## config.mk

```make
export PLATFORM = sky130hd
export DESIGN_NAME = irtx_runlength
export DESIGN_NICKNAME = d
export VERILOG_FILES = /design/src/rtl/irtx_pkg.sv /design/src/rtl/irtx_fifo.sv /design/src/rtl/irtx_player.sv /design/src/rtl/irtx_lowirq.sv /design/src/rtl/irtx_runlength.sv
export SDC_FILE = /design/constraint.sdc
export NUM_CORES = 1
export LEC_CHECK = 0
export CORE_MARGIN = 1.5
export CORE_UTILIZATION = 55
export DETAILED_ROUTE_END_ITERATION = 10
export GPL_ROUTABILITY_DRIVEN = 0
export PLACE_DENSITY_LB_ADDON = 0.12
export SYNTH_ARGS = -nofsm -noshare
export SYNTH_HDL_FRONTEND = slang
export SYNTH_HIERARCHICAL = 1
export SYNTH_SLANG_ARGS = --single-unit
```

## constraint.sdc

```tcl
create_clock -name clk -period 7.2 [get_ports clk]
set_clock_uncertainty 0.1 [all_clocks]
set_input_delay 1.44 -clock clk [delete_from_list [all_inputs] [get_ports clk]]
set_output_delay 1.44 -clock clk [all_outputs]
set_load 0.005 [all_outputs]
```

## src/rtl/irtx_pkg.sv

```systemverilog
package irtx_pkg;

    localparam int SYM_W  = 8;
    localparam int LEN_W  = 7;
    localparam int RUN_W  = LEN_W + 1;

    typedef enum logic {
        PL_IDLE = 1'b0,
        PL_RUN  = 1'b1
    } play_state_t;

    typedef struct packed {
        logic              is_space;
        logic [LEN_W-1:0]  len;
    } ir_sym_t;

    // run-length field to period count; zero stands for the longest run
    function automatic logic [RUN_W-1:0] run_periods(input logic [LEN_W-1:0] f);
        if (f == '0) return RUN_W'(1 << LEN_W);
        return RUN_W'(f);
    endfunction

    // low-level interrupt thresholds, deliberately non-linear
    function automatic logic [7:0] thr_level(input logic [1:0] sel);
        case (sel)
            2'd0:    return 8'd1;
            2'd1:    return 8'd7;
            2'd2:    return 8'd17;
            default: return 8'd25;
        endcase
    endfunction

endpackage

```

## src/rtl/irtx_fifo.sv

```systemverilog
module irtx_fifo
    import irtx_pkg::*;
#(
    parameter int DEPTH = 32,
    parameter int CNT_W = $clog2(DEPTH + 1)
) (
    input  logic             clk,
    input  logic             rst,
    input  logic             clr,
    input  logic             push,
    input  ir_sym_t          din,
    input  logic             pop,
    output ir_sym_t          dout,
    output logic [CNT_W-1:0] count,
    output logic             empty,
    output logic             ovf
);
    localparam int PTR_W = (DEPTH > 1) ? $clog2(DEPTH) : 1;

    ir_sym_t          mem [DEPTH];
    logic [PTR_W-1:0] wr_ptr, rd_ptr;
    logic             full, do_push, do_pop;

    function automatic logic [PTR_W-1:0] ptr_inc(input logic [PTR_W-1:0] p);
        if (p == PTR_W'(DEPTH - 1)) return '0;
        return p + PTR_W'(1);
    endfunction

    assign full    = (count == CNT_W'(DEPTH));
    assign empty   = (count == '0);
    assign do_push = push && !clr && !full;
    assign do_pop  = pop && !clr && !empty;
    assign dout    = mem[rd_ptr];

    always_ff @(posedge clk) begin
        if (do_push) mem[wr_ptr] <= din;
    end

    always_ff @(posedge clk) begin
        if (rst || clr) begin
            wr_ptr <= '0;
            rd_ptr <= '0;
            count  <= '0;
        end else begin
            if (do_push) wr_ptr <= ptr_inc(wr_ptr);
            if (do_pop)  rd_ptr <= ptr_inc(rd_ptr);
            case ({do_push, do_pop})
                2'b10:   count <= count + CNT_W'(1);
                2'b01:   count <= count - CNT_W'(1);
                default: count <= count;
            endcase
        end
    end

    always_ff @(posedge clk) begin
        if (rst || clr)              ovf <= 1'b0;
        else if (push && full)       ovf <= 1'b1;
    end

endmodule

```

## src/rtl/irtx_player.sv

```systemverilog
module irtx_player
    import irtx_pkg::*;
#(
    parameter int SAMPLE_CLKS = 4,
    parameter int DIV_W       = 8
) (
    input  logic             clk,
    input  logic             rst,
    input  logic             abort,
    input  logic             sym_valid,
    input  ir_sym_t          sym,
    input  logic [DIV_W-1:0] baud_div,
    input  logic             carrier_on,
    output logic             pop,
    output logic             ir_out
);
    localparam int UNIT_W = DIV_W + $clog2(SAMPLE_CLKS + 1);

    play_state_t       state;
    logic [RUN_W-1:0]  runs_left;
    logic [UNIT_W-1:0] tick, unit_lim;
    logic [DIV_W-1:0]  eff_div;
    logic              cur_space, tick_end, last_tick;

    assign eff_div   = (baud_div == '0) ? DIV_W'(1) : baud_div;
    assign unit_lim  = UNIT_W'(SAMPLE_CLKS) * UNIT_W'(eff_div) - UNIT_W'(1);
    assign tick_end  = (tick == unit_lim);
    assign last_tick = (state == PL_RUN) && tick_end && (runs_left == RUN_W'(1));
    assign pop       = !abort && sym_valid && ((state == PL_IDLE) || last_tick);
    assign ir_out    = (state == PL_RUN) && !cur_space && carrier_on;

    always_ff @(posedge clk) begin
        if (rst || abort) begin
            state     <= PL_IDLE;
            tick      <= '0;
            runs_left <= '0;
            cur_space <= 1'b1;
        end else if (pop) begin
            state     <= PL_RUN;
            tick      <= '0;
            runs_left <= run_periods(sym.len);
            cur_space <= sym.is_space;
        end else if (state == PL_RUN) begin
            if (tick_end) begin
                tick <= '0;
                if (runs_left == RUN_W'(1)) state <= PL_IDLE;
                else                         runs_left <= runs_left - RUN_W'(1);
            end else begin
                tick <= tick + UNIT_W'(1);
            end
        end
    end

endmodule

```

## src/rtl/irtx_lowirq.sv

```systemverilog
module irtx_lowirq
    import irtx_pkg::*;
#(
    parameter int CNT_W = 6
) (
    input  logic [CNT_W-1:0] count,
    input  logic [1:0]       thr_sel,
    input  logic             lowirq_en,
    input  logic             irq_global_en,
    output logic             low_irq
);
    logic below;
    assign below   = (int'(count) <= int'(thr_level(thr_sel)));
    assign low_irq = lowirq_en && irq_global_en && below;
endmodule

```

## src/rtl/irtx_runlength.sv

```systemverilog
module irtx_runlength
    import irtx_pkg::*;
#(
    parameter int DEPTH       = 32,
    parameter int SAMPLE_CLKS = 4,
    parameter int DIV_W       = 8,
    parameter int CNT_W       = $clog2(DEPTH + 1)
) (
    input  logic             clk,
    input  logic             rst,
    input  logic             wr_en,
    input  logic [SYM_W-1:0] wr_data,
    input  logic             fifo_clr,
    input  logic [1:0]       thr_sel,
    input  logic             lowirq_en,
    input  logic             irq_global_en,
    input  logic [DIV_W-1:0] baud_div,
    input  logic             carrier_on,
    output logic             ir_out,
    output logic [CNT_W-1:0] fill_count,
    output logic             overflow,
    output logic             low_irq
);
    ir_sym_t head, wsym;
    logic    empty, pop;

    assign wsym = ir_sym_t'(wr_data);

    irtx_fifo #(.DEPTH(DEPTH), .CNT_W(CNT_W)) u_fifo (
        .clk   (clk),
        .rst   (rst),
        .clr   (fifo_clr),
        .push  (wr_en),
        .din   (wsym),
        .pop   (pop),
        .dout  (head),
        .count (fill_count),
        .empty (empty),
        .ovf   (overflow)
    );

    irtx_player #(.SAMPLE_CLKS(SAMPLE_CLKS), .DIV_W(DIV_W)) u_player (
        .clk        (clk),
        .rst        (rst),
        .abort      (fifo_clr),
        .sym_valid  (!empty),
        .sym        (head),
        .baud_div   (baud_div),
        .carrier_on (carrier_on),
        .pop        (pop),
        .ir_out     (ir_out)
    );

    irtx_lowirq #(.CNT_W(CNT_W)) u_irq (
        .count         (fill_count),
        .thr_sel       (thr_sel),
        .lowirq_en     (lowirq_en),
        .irq_global_en (irq_global_en),
        .low_irq       (low_irq)
    );

endmodule

```

Word-level counts from Yosys, hierarchy flattened
Memory sizes are Yosys's and may differ from the RTL's. A register that Yosys moved wholly into a read port is not among the register bits. Cells that the tools add are included. Widths: inputs -> output; s select.

Flip-flop bits (word level): 38. Output and inout bits: 9. Bits of input ports: 25. Memories kept: 1. Memory bits (writable): 256.

$lt $le $gt $ge: 1. Equality and inequality tests: 10. Reductions and logical operators: 28. Bitwise gates (word level): 1. Muxes and demuxes: 31. Add/sub/neg operators: 7.

Memories: u_fifo.mem (words 32, width 8, read ports 1, clocked after Yosys merged registers in 1, wr ports 1, RTL line irtx_fifo.sv:20) `ir_sym_t mem [DEPTH];`.

Operators with widths (count): $mux 8 (7); $mux 5 (6); $mux 1 (15); $pmux 5 s3 (1); $logic_and 1x1->1 (13); $pmux 6 s2 (1); $add 11x1->11 const B (1); $eq 11x11->1 (1); $mux 11 (1); $sub 10x1->11 const B (1); $add 5x1->5 const B (2); $eq 5x5->1 const B (2); $eq 8x1->1 const B (1); $logic_not 8->1 (1); $sub 8x1->8 const B (1); $logic_not 7->1 (1); $add 6x1->6 const B (1); $eq 6x6->1 const B (1); $le 6x5->1 (1); $logic_not 6->1 (1); $reduce_bool 2->1 (3); $sub 6x1->6 const B (1); $eq 2x1->1 const B (2); $eq 2x2->1 const B (2); 7 further kinds (11).

Longest topological paths before layout
Gate-level depths: netlist (run 1).

Depth after elaboration: 15. Depth in mapped cells: 22. Depth with buffers taken out: 20.

Cells and area by module
The synthesis (run 1) kept the hierarchy.

Modules (own cells, without submodules): irtx_fifo (sequential area each 8127.8 µm², cells each 643, area each 11204.5 µm², instances 1); irtx_player (sequential area each 420.4 µm², cells each 171, area each 1418.9 µm², instances 1); irtx_lowirq (sequential area each 0.0 µm², cells each 15, area each 121.4 µm², instances 1); irtx_runlength (sequential area each 0.0 µm², cells each 1, area each 3.8 µm², instances 1).

Worst setup path after synthesis (run 1)
OpenSTA, ideal clock, no wires.

Path kind: input port to flip-flop. From: in baud_div[4]. To: reg u_fifo.count[2]. Library setup time: 0.071 ns. Stages on the path: 22. Data arrival time: 5.832 ns. Data required time: 7.029 ns. Path slack: 1.197 ns. Cells stage by stage: or4_4 -> nor2b_1 -> nor2_1 -> ha_1 -> or3b_2 -> or3_1 -> o311ai_1 -> or4_4 -> o41a_1 -> or2_0 -> buf_2 -> inv_1 -> o31ai_4 -> nor2_1 -> ha_1 -> clkbuf_1 -> xor2_1 -> ha_1 -> a21oi_1 -> xor2_1 -> or3_1 -> a21oi_1.

Word-level cells in the longest chain between the ends: 12. Elaborated cells between the ends (all ways): 14. Classes of those cells: 1 x add/sub; 3 x eq/ne; 2 x mux; 8 x reduce/logical.

RTL lines: start, declared (RTL line irtx_runlength.sv:17) `input logic [DIV_W-1:0] baud_div,`; $logic_not 8->1 (RTL line irtx_player.sv:25) `assign eff_div = (baud_div == '0) ? DIV_W'(1) : baud_div;`; $mux 8 (*) (RTL line irtx_player.sv:25); $sub 10x1->11 (*) (RTL line irtx_player.sv:26) `assign unit_lim = UNIT_W'(SAMPLE_CLKS) * UNIT_W'(eff_div) - UNIT_W'(1);`; $eq 11x11->1 (*) (RTL line irtx_player.sv:27) `assign tick_end = (tick == unit_lim);`; $logic_and 1x1->1 (*) (2 in series) (RTL line irtx_player.sv:28) `assign last_tick = (state == PL_RUN) && tick_end && (runs_left == RUN_W'(1));`; $logic_or 1x1->1 (*) (RTL line irtx_player.sv:29) `assign pop = !abort && sym_valid && ((state == PL_IDLE) || last_tick);`; $logic_and 1x1->1 (*) (RTL line irtx_player.sv:29); net pop (RTL line irtx_runlength.sv:25) `logic empty, pop;`; $logic_and 1x1->1 (*) (2 in series) (RTL line irtx_fifo.sv:32) `assign do_pop = pop && !clr && !empty;`; $eq 2x1->1 or $eq 2x2->1 (tied branches) (RTL line irtx_fifo.sv:47) `case ({do_push, do_pop})`; $pmux 6 s2 or $reduce_bool 2->1 (tied branches); end signal, assigned (RTL line irtx_fifo.sv:48) `2'b10: count <= count + CNT_W'(1);`; end signal, assigned (RTL line irtx_fifo.sv:49) `2'b01: count <= count - CNT_W'(1);`; end signal, assigned (RTL line irtx_fifo.sv:50) `default: count <= count;`; end, declared (RTL line irtx_fifo.sv:14) `output logic [CNT_W-1:0] count,`.

The timed path passes the listed nets; every way through them passes the cells marked *. A chain may end at the register's enable or synchronous reset.

Final worst setup path (run 1)
From: in baud_div[5]. To: reg u_fifo.count[5].

The elaborated chain is that of the path after synthesis.

==> results.cfg, run 1 <==
[status]
run_status = finished clean

[timing]
tightest_slew_ns = 1.185
rsz0062_at_grt = no
max_freq_mhz = 150.2
setup_ws_ns = 0.5417
final_hold_viol_count = 0
relSlewSlack = 0.2078
holdWs_ns = 0.3946
setup_viol = 0
report.final.slew_viol_count = 0
finalSetupTns_ns = 0
min_period_over_period = 0.9248
layout_min_cycle_time_ns = 6.658

[yosys]
netlist_area_um2 = 12750
synth-seq-cells = 299
ys_top_cells_by_area = edfxtp_1 (60%), dfxtp_1 (6.8%), mux2i_1 (5.5%)
yosysSeqAreaShare = 0.6705
synthArstFlopShare = 0
syn_area_per_cell_um2 = 15.36
yosysTopAreaCell = edfxtp_1
synth.distinct_cells = 72
syn_nets = 873
yosys_warnings = 6
netlist_instances = 830
synth_top_area_frac = 0.6030
synth_edf_count = 256
synth_top_flop_cell = edfxtp_1

[die]
core_area_um2 = 22710
fp.dieW_um = 155.2
initial_core_util = 0.5614
die_y_um = 155.2
pin_count = 34
dieArea_um2 = 24100
row_count = 55

[power]
ir_worst_vdd_uv = 230.1
total_leakage_power_uw = 0.004399
power.density_nw_per_um2 = 236.8

[clock_network]
cts_made_buffers = 30
cts_sinks = 299
post_cts_buffers = 0
clk_path_buf_depth = 3
clockRootBuffer = clkbuf_16
clk_pin_slew_worst_paths_ns = 0.06
cts_tree = done
cts_resized = 0
ctsHoldBuffers = 0
ctsHtreeMaxLevel = 1
clkLatencyLatePin_ns = 0.56

[finish]
final_area_um2 = 14180
multiInputGateArea_um2 = 3910
layout_common_cells = edfxtp_1 (256), mux2i_1 (70), nor2_1 (62), dfxtp_1 (41), nand3_1 (35)
register_area_um2 = 8553
fillers = 1647
drive_gt1_frac = 0.1027
syn_to_final_growth_pct = 11.22
final_cell_count_no_fill = 1171
fin_nets = 907
layout_commonest_cell = edfxtp_1
diodes = 0

[global_routing]
met1_usage = 0.3185
grt_pass1_wl_um = 41680
grt_max_degree = 60
grt_use_total = 0.2288
antenna_found_initial = 0
use_met3 = 0.03008
use_met2 = 0.3865
busiest_layer = met2
grt_pass1_vias = 7260
grt-ovfl-total = 0

[worst_hold_path]
worst_hold_path_type = reg2reg
hp-start = u_fifo/ovf

[detailed_routing]
drt_first_iter_violations = 720
routed_wl_um = 26680
antenna_left = 0
viasPerCell = 6.256
wire_per_inst_um = 22.78
drc_errors = 0
drtPass1Iterations = 5
vias = 7326

[critical_path]
cp.arrival_ns = 7.02
crit_path_max_fanout = 11
startpoint_type = input pin
startpoint = baud_div[5]
required_ns = 7.56
end_kind = flop
crit_type = in2reg
r2r_start = u_player/tick[0]

[place]
dpl.cell_count = 1117
placed_area_um2 = 13310
port_buffers = 33
pre_cts_ws_ns = 0.1250
dp_hpwl_um = 16870

[job]
cap_violations = 0
sequential cells by signal (all words and copies together) (netlist names), named ones only:
register and cells:
u_fifo/wr_ptr 5, u_fifo/ovf 1, u_player/tick 11, u_player/cur_space 1
u_player/runs_left 8, u_fifo/mem 256, u_fifo/rd_ptr 5, u_player/state 1
u_fifo/count 6
power breakdown:
group	leakage (uW)	total, uW	internal (uW)	switching, uW
Combinational	0.00131	90.6	31.1	59.5
Sequential	0.00265	1880	1880	2.93
Clock	0.000437	1380	760	622
cell usage after synthesis (all sizes together), types with 7 or more instances:
cell	number
edfxtp	256
mux2i	70
nor2	63
dfxtp	43
nand3	36
a22oi	32
mux4	32
nand2	29
clkbuf	24
a21oi	22
buf	19
ha	18
inv	18
xnor2	14
xor2	13
nor4	12
a221oi	9
a22o	8
nor3	8
and3	7
o21ai	7
o31ai	7
layer usage:
metal  routed length [um]  vias to the layer above
met5                    0                        -
li1                     -                     3353
met2                13170                      232
met3                 1377                       42
met1                11490                     3699
met4                  640                        0
logic make-up (layout without fill, tap and decap cells):
| logic type | Yosys count | in the layout | share of synthesized area |
|---|---|---|---|
| compound gates | 114 | 114 | 0.06821 |
| xor+xnor | 27 | 27 | 0.01855 |
| fa+ha+maj | 18 | 18 | 0.01767 |
| buf+inv | 61 | 117 | 0.02277 |
| flops | 299 | 299 | 0.6705 |
| mux | 103 | 103 | 0.1165 |
| simple gates | 208 | 208 | 0.08578 |
worst max-delay path: stages:
cell and delay, ns:
clkdlybuf4s50_1 0.52, or4_4 0.60, nor2b_1 0.20, nor2_1 0.07
ha_1 0.23, xor2_1 0.21, xnor2_1 0.16, a32oi_1 0.12
or4_4 0.61, o41a_1 0.55, or2_0 0.38, inv_1 0.15
o31ai_4 0.13, nor2_1 0.19, ha_1 0.22, buf_4 0.18
nand3b_1 0.09, a2111oi_0 0.66, nor4_1 0.14, nor3_1 0.17
layout make-up:
class	instances	area share
flip-flops and latches	299	0.6032
well taps	285	0.02515
inverters	18	0.004765
clock inverters	19	0.007148
clock buffers	35	0.05427
repair buffers	45	0.02965
multi-input cells	470	0.2758
through the flow:
| step | power (uW) | util |
|---|---|---|
| detailed placement | 2012 | 0.5860 |
| global route | 3455 | 0.6244 |
| CTS | 3382 | 0.6244 |
| finish | 3357 | 0.6244 |
| floorplan | 1957 | - |
| global placement | 2007 | 0.5860 |
path summary, 6_finish.rpt:
path / to / slack, ns / cells after the start
worst max-delay path: u_fifo/count[5] / 0.54 / 20
worst min-delay path: u_fifo/ovf / 0.39 / 2
worst max register to register: u_fifo/count[5] / 2.73 / 14
worst min register to register: u_fifo/ovf / 0.39 / 2
Note: power is estimated with default switching activity, not from simulation.
==> inputs of run 2 (changes only) <==
--- a/config.mk
+++ b/config.mk
@@ -12,5 +12,4 @@
 export PLACE_DENSITY_LB_ADDON = 0.12
 export SYNTH_ARGS = -nofsm -noshare
 export SYNTH_HDL_FRONTEND = slang
-export SYNTH_HIERARCHICAL = 1
 export SYNTH_SLANG_ARGS = --single-unit
==> run 2 against run 1 <==
Net effect: combinational power up 28%; via count down 3.4%; worst setup slack better by 1.0 ns; global-route usage up 0.15 points; critical path type unchanged; largest cell class unchanged.
==> results.cfg, run 2 <==
[status]
run_status = finished clean

[detailed_routing]
wire_per_inst_um = 24.04
routed_wl_um = 26900
antenna_left = 0
viasPerCell = 6.324
drt_first_iter_violations = 644
drc_errors = 0
drtPass1Iterations = 5
vias = 7076

[yosys]
yosysTopAreaCell = edfxtp_1
yosys_warnings = 0
synth.most_common_cell = edfxtp_1
synth_top_area_frac = 0.6100
syn_area_per_cell_um2 = 16.16
synthArstFlopShare = 0
netlist_area_um2 = 12600
synthTopCellsByCount = edfxtp_1 (256), nor2_1 (80), mux4_2 (67), nand2_1 (44), dfxtp_1 (43)
synth.distinct_cells = 73
synth_top_flop_cell = edfxtp_1
yosysSeqAreaShare = 0.6783
synth_edf_count = 256
netlist_instances = 780
ys_top_cells_by_area = edfxtp_1 (61%), mux4_2 (12%), dfxtp_1 (6.8%)
synth-seq-cells = 299
syn_nets = 823

[clock_network]
cts_sinks = 299
ctsHoldBuffers = 0
cts_resized = 0
cts_made_buffers = 30
clk_path_buf_depth = 3
clockRootBuffer = clkbuf_16
post_cts_buffers = 0
clkLatencyLatePin_ns = 0.54
cts_tree = done
clk_pin_slew_worst_paths_ns = 0.06
ctsHtreeMaxLevel = 1

[die]
fp.dieW_um = 154.4
row_count = 55
pin_count = 34
core_area_um2 = 22570
dieArea_um2 = 23830
die_y_um = 154.4
initial_core_util = 0.5583

[finish]
reg_top3 = u_fifo.mem: 256 flops, u_player.tick: 11 flops, u_player.runs_left: 8 flops
final_area_um2 = 14080
diodes = 0
final_util = 0.6239
regMostFlops = u_fifo.mem
drive_gt1_frac = 0.1607
final_cell_count_no_fill = 1119
layout_commonest_cell = edfxtp_1
layout_common_cells = edfxtp_1 (256), nor2_1 (80), mux4_2 (67), nand2_1 (44), dfxtp_1 (41)
largest_register_ffs = 256
fin_nets = 861
syn_to_final_growth_pct = 11.75

[global_routing]
grt_pass1_wl_um = 41140
grt_use_total = 0.2303
antenna_found_initial = 0
grt-ovfl-total = 0
grt_max_degree = 39
grt_pass1_vias = 7157

[timing]
setup_viol = 0
min_period_over_period = 0.7798
max_freq_mhz = 178.1
setup_ws_ns = 1.585
rsz0062_at_grt = no
layout_min_cycle_time_ns = 5.615
final_hold_viol_count = 0
relSlewSlack = 0.1484
report.final.slew_viol_count = 0
finalSetupTns_ns = 0
tightest_slew_ns = 1.273

[job]
cap_violations = 0

[place]
pre_cts_ws_ns = 1.130
placed_area_um2 = 13180
dpl.cell_count = 1071
port_buffers = 33
dp_hpwl_um = 17150

[critical_path]
crit_type = in2reg
cp.arrival_ns = 5.99
crit_path_max_fanout = 20
slowest_delay_ns = 0.63
r2r_start = u_fifo.count[1]
startpoint_type = input pin
startpoint = baud_div[2]
required_ns = 7.57
cp_slowest_cell = clkdlybuf4s50_1
end_kind = flop
crit_chain = clkdlybuf4s50_1, nor3_1, a21oi_2, ha_1, or3b_1, nor3_1, xnor2_1, o311ai_1, o41a_1, buf_4, clkinv_1, ha_1, nand2_1, a21boi_0, nor2_1, xnor2_1, or3_1, a21oi_1

[power]
power.density_nw_per_um2 = 245.6
total_leakage_power_uw = 0.004480
ir_worst_vdd_uv = 202.4

[worst_hold_path]
hp-start = u_fifo.ovf
worst_hold_path_type = reg2reg
## run 2: cell families after synthesis
group                    after synthesis  share of synthesized area
multiplexers                          85                     0.1346
flip-flops                           299                     0.6783
adder cells (fa/ha/maj)               18                    0.01787
buffers and inverters                 52                    0.01916
XOR/XNOR                              24                    0.01668
AO/OA/AOI/OAI                         97                    0.05272
AND/OR/NAND/NOR                      205                    0.08062
## run 2: layout make-up
class                      count  area (um2)
sequential                   299        8556
inverter                      17       63.81
clock buffer                  39       805.8
tap                          285       356.6
multi-input combinational    429        3812
timing repair buffer          41       390.4
clock inverter                 9       97.59
fill                        1598        8489
## run 2: worst paths after layout
check | to | slack, ns | depth (start not counted)
setup / recovery | u_fifo.count[3] | 1.59 | 18
hold / removal | u_fifo.ovf | 0.38 | 2
setup reg to reg | u_fifo.count[3] | 2.80 | 14
hold reg to reg | u_fifo.ovf | 0.38 | 2
## run 2: report_power, final
| part | switching (uW) | leakage, uW | internal (uW) |
|---|---|---|---|
| Sequential | 6.00 | 0.00265 | 1880 |
| Clock | 604 | 0.000445 | 849 |
| Combinational | 72.3 | 0.00138 | 43.6 |
| Total | 683 | 0.00448 | 2780 |
## run 2: stage by stage
step                      total power [uW]  hold WS (ns)
after floorplan                       1981        0.3541
after global placement                2035        0.3512
after detailed placement              2042        0.3701
after CTS                             3483        0.3838
after global routing                  3556        0.4066
final                                 3458        0.3758
## run 2: worst max-delay path: cells and delay by family
| kind | cells | cell delay, ns |
|---|---|---|
| XOR/XNOR | 2 | 0.32 |
| AO/OA/AOI/OAI | 5 | 1.30 |
| adder cells (fa/ha/maj) | 2 | 0.61 |
| AND/OR/NAND/NOR | 6 | 1.30 |
| buffers and inverters | 3 | 1.02 |
## run 2: routing by layer
metal / wire length (um) / GRT usage / part of all wire / vias to the layer above
met3: 1772 / 0.03446 / 0.066 / 55
met2: 13360 / 0.3943 / 0.50 / 262
met5: 0 / 0 / 0 / -
met1: 10940 / 0.3058 / 0.41 / 3606
li1: - / - / - / 3153
met4: 823 / 0.07692 / 0.031 / 0
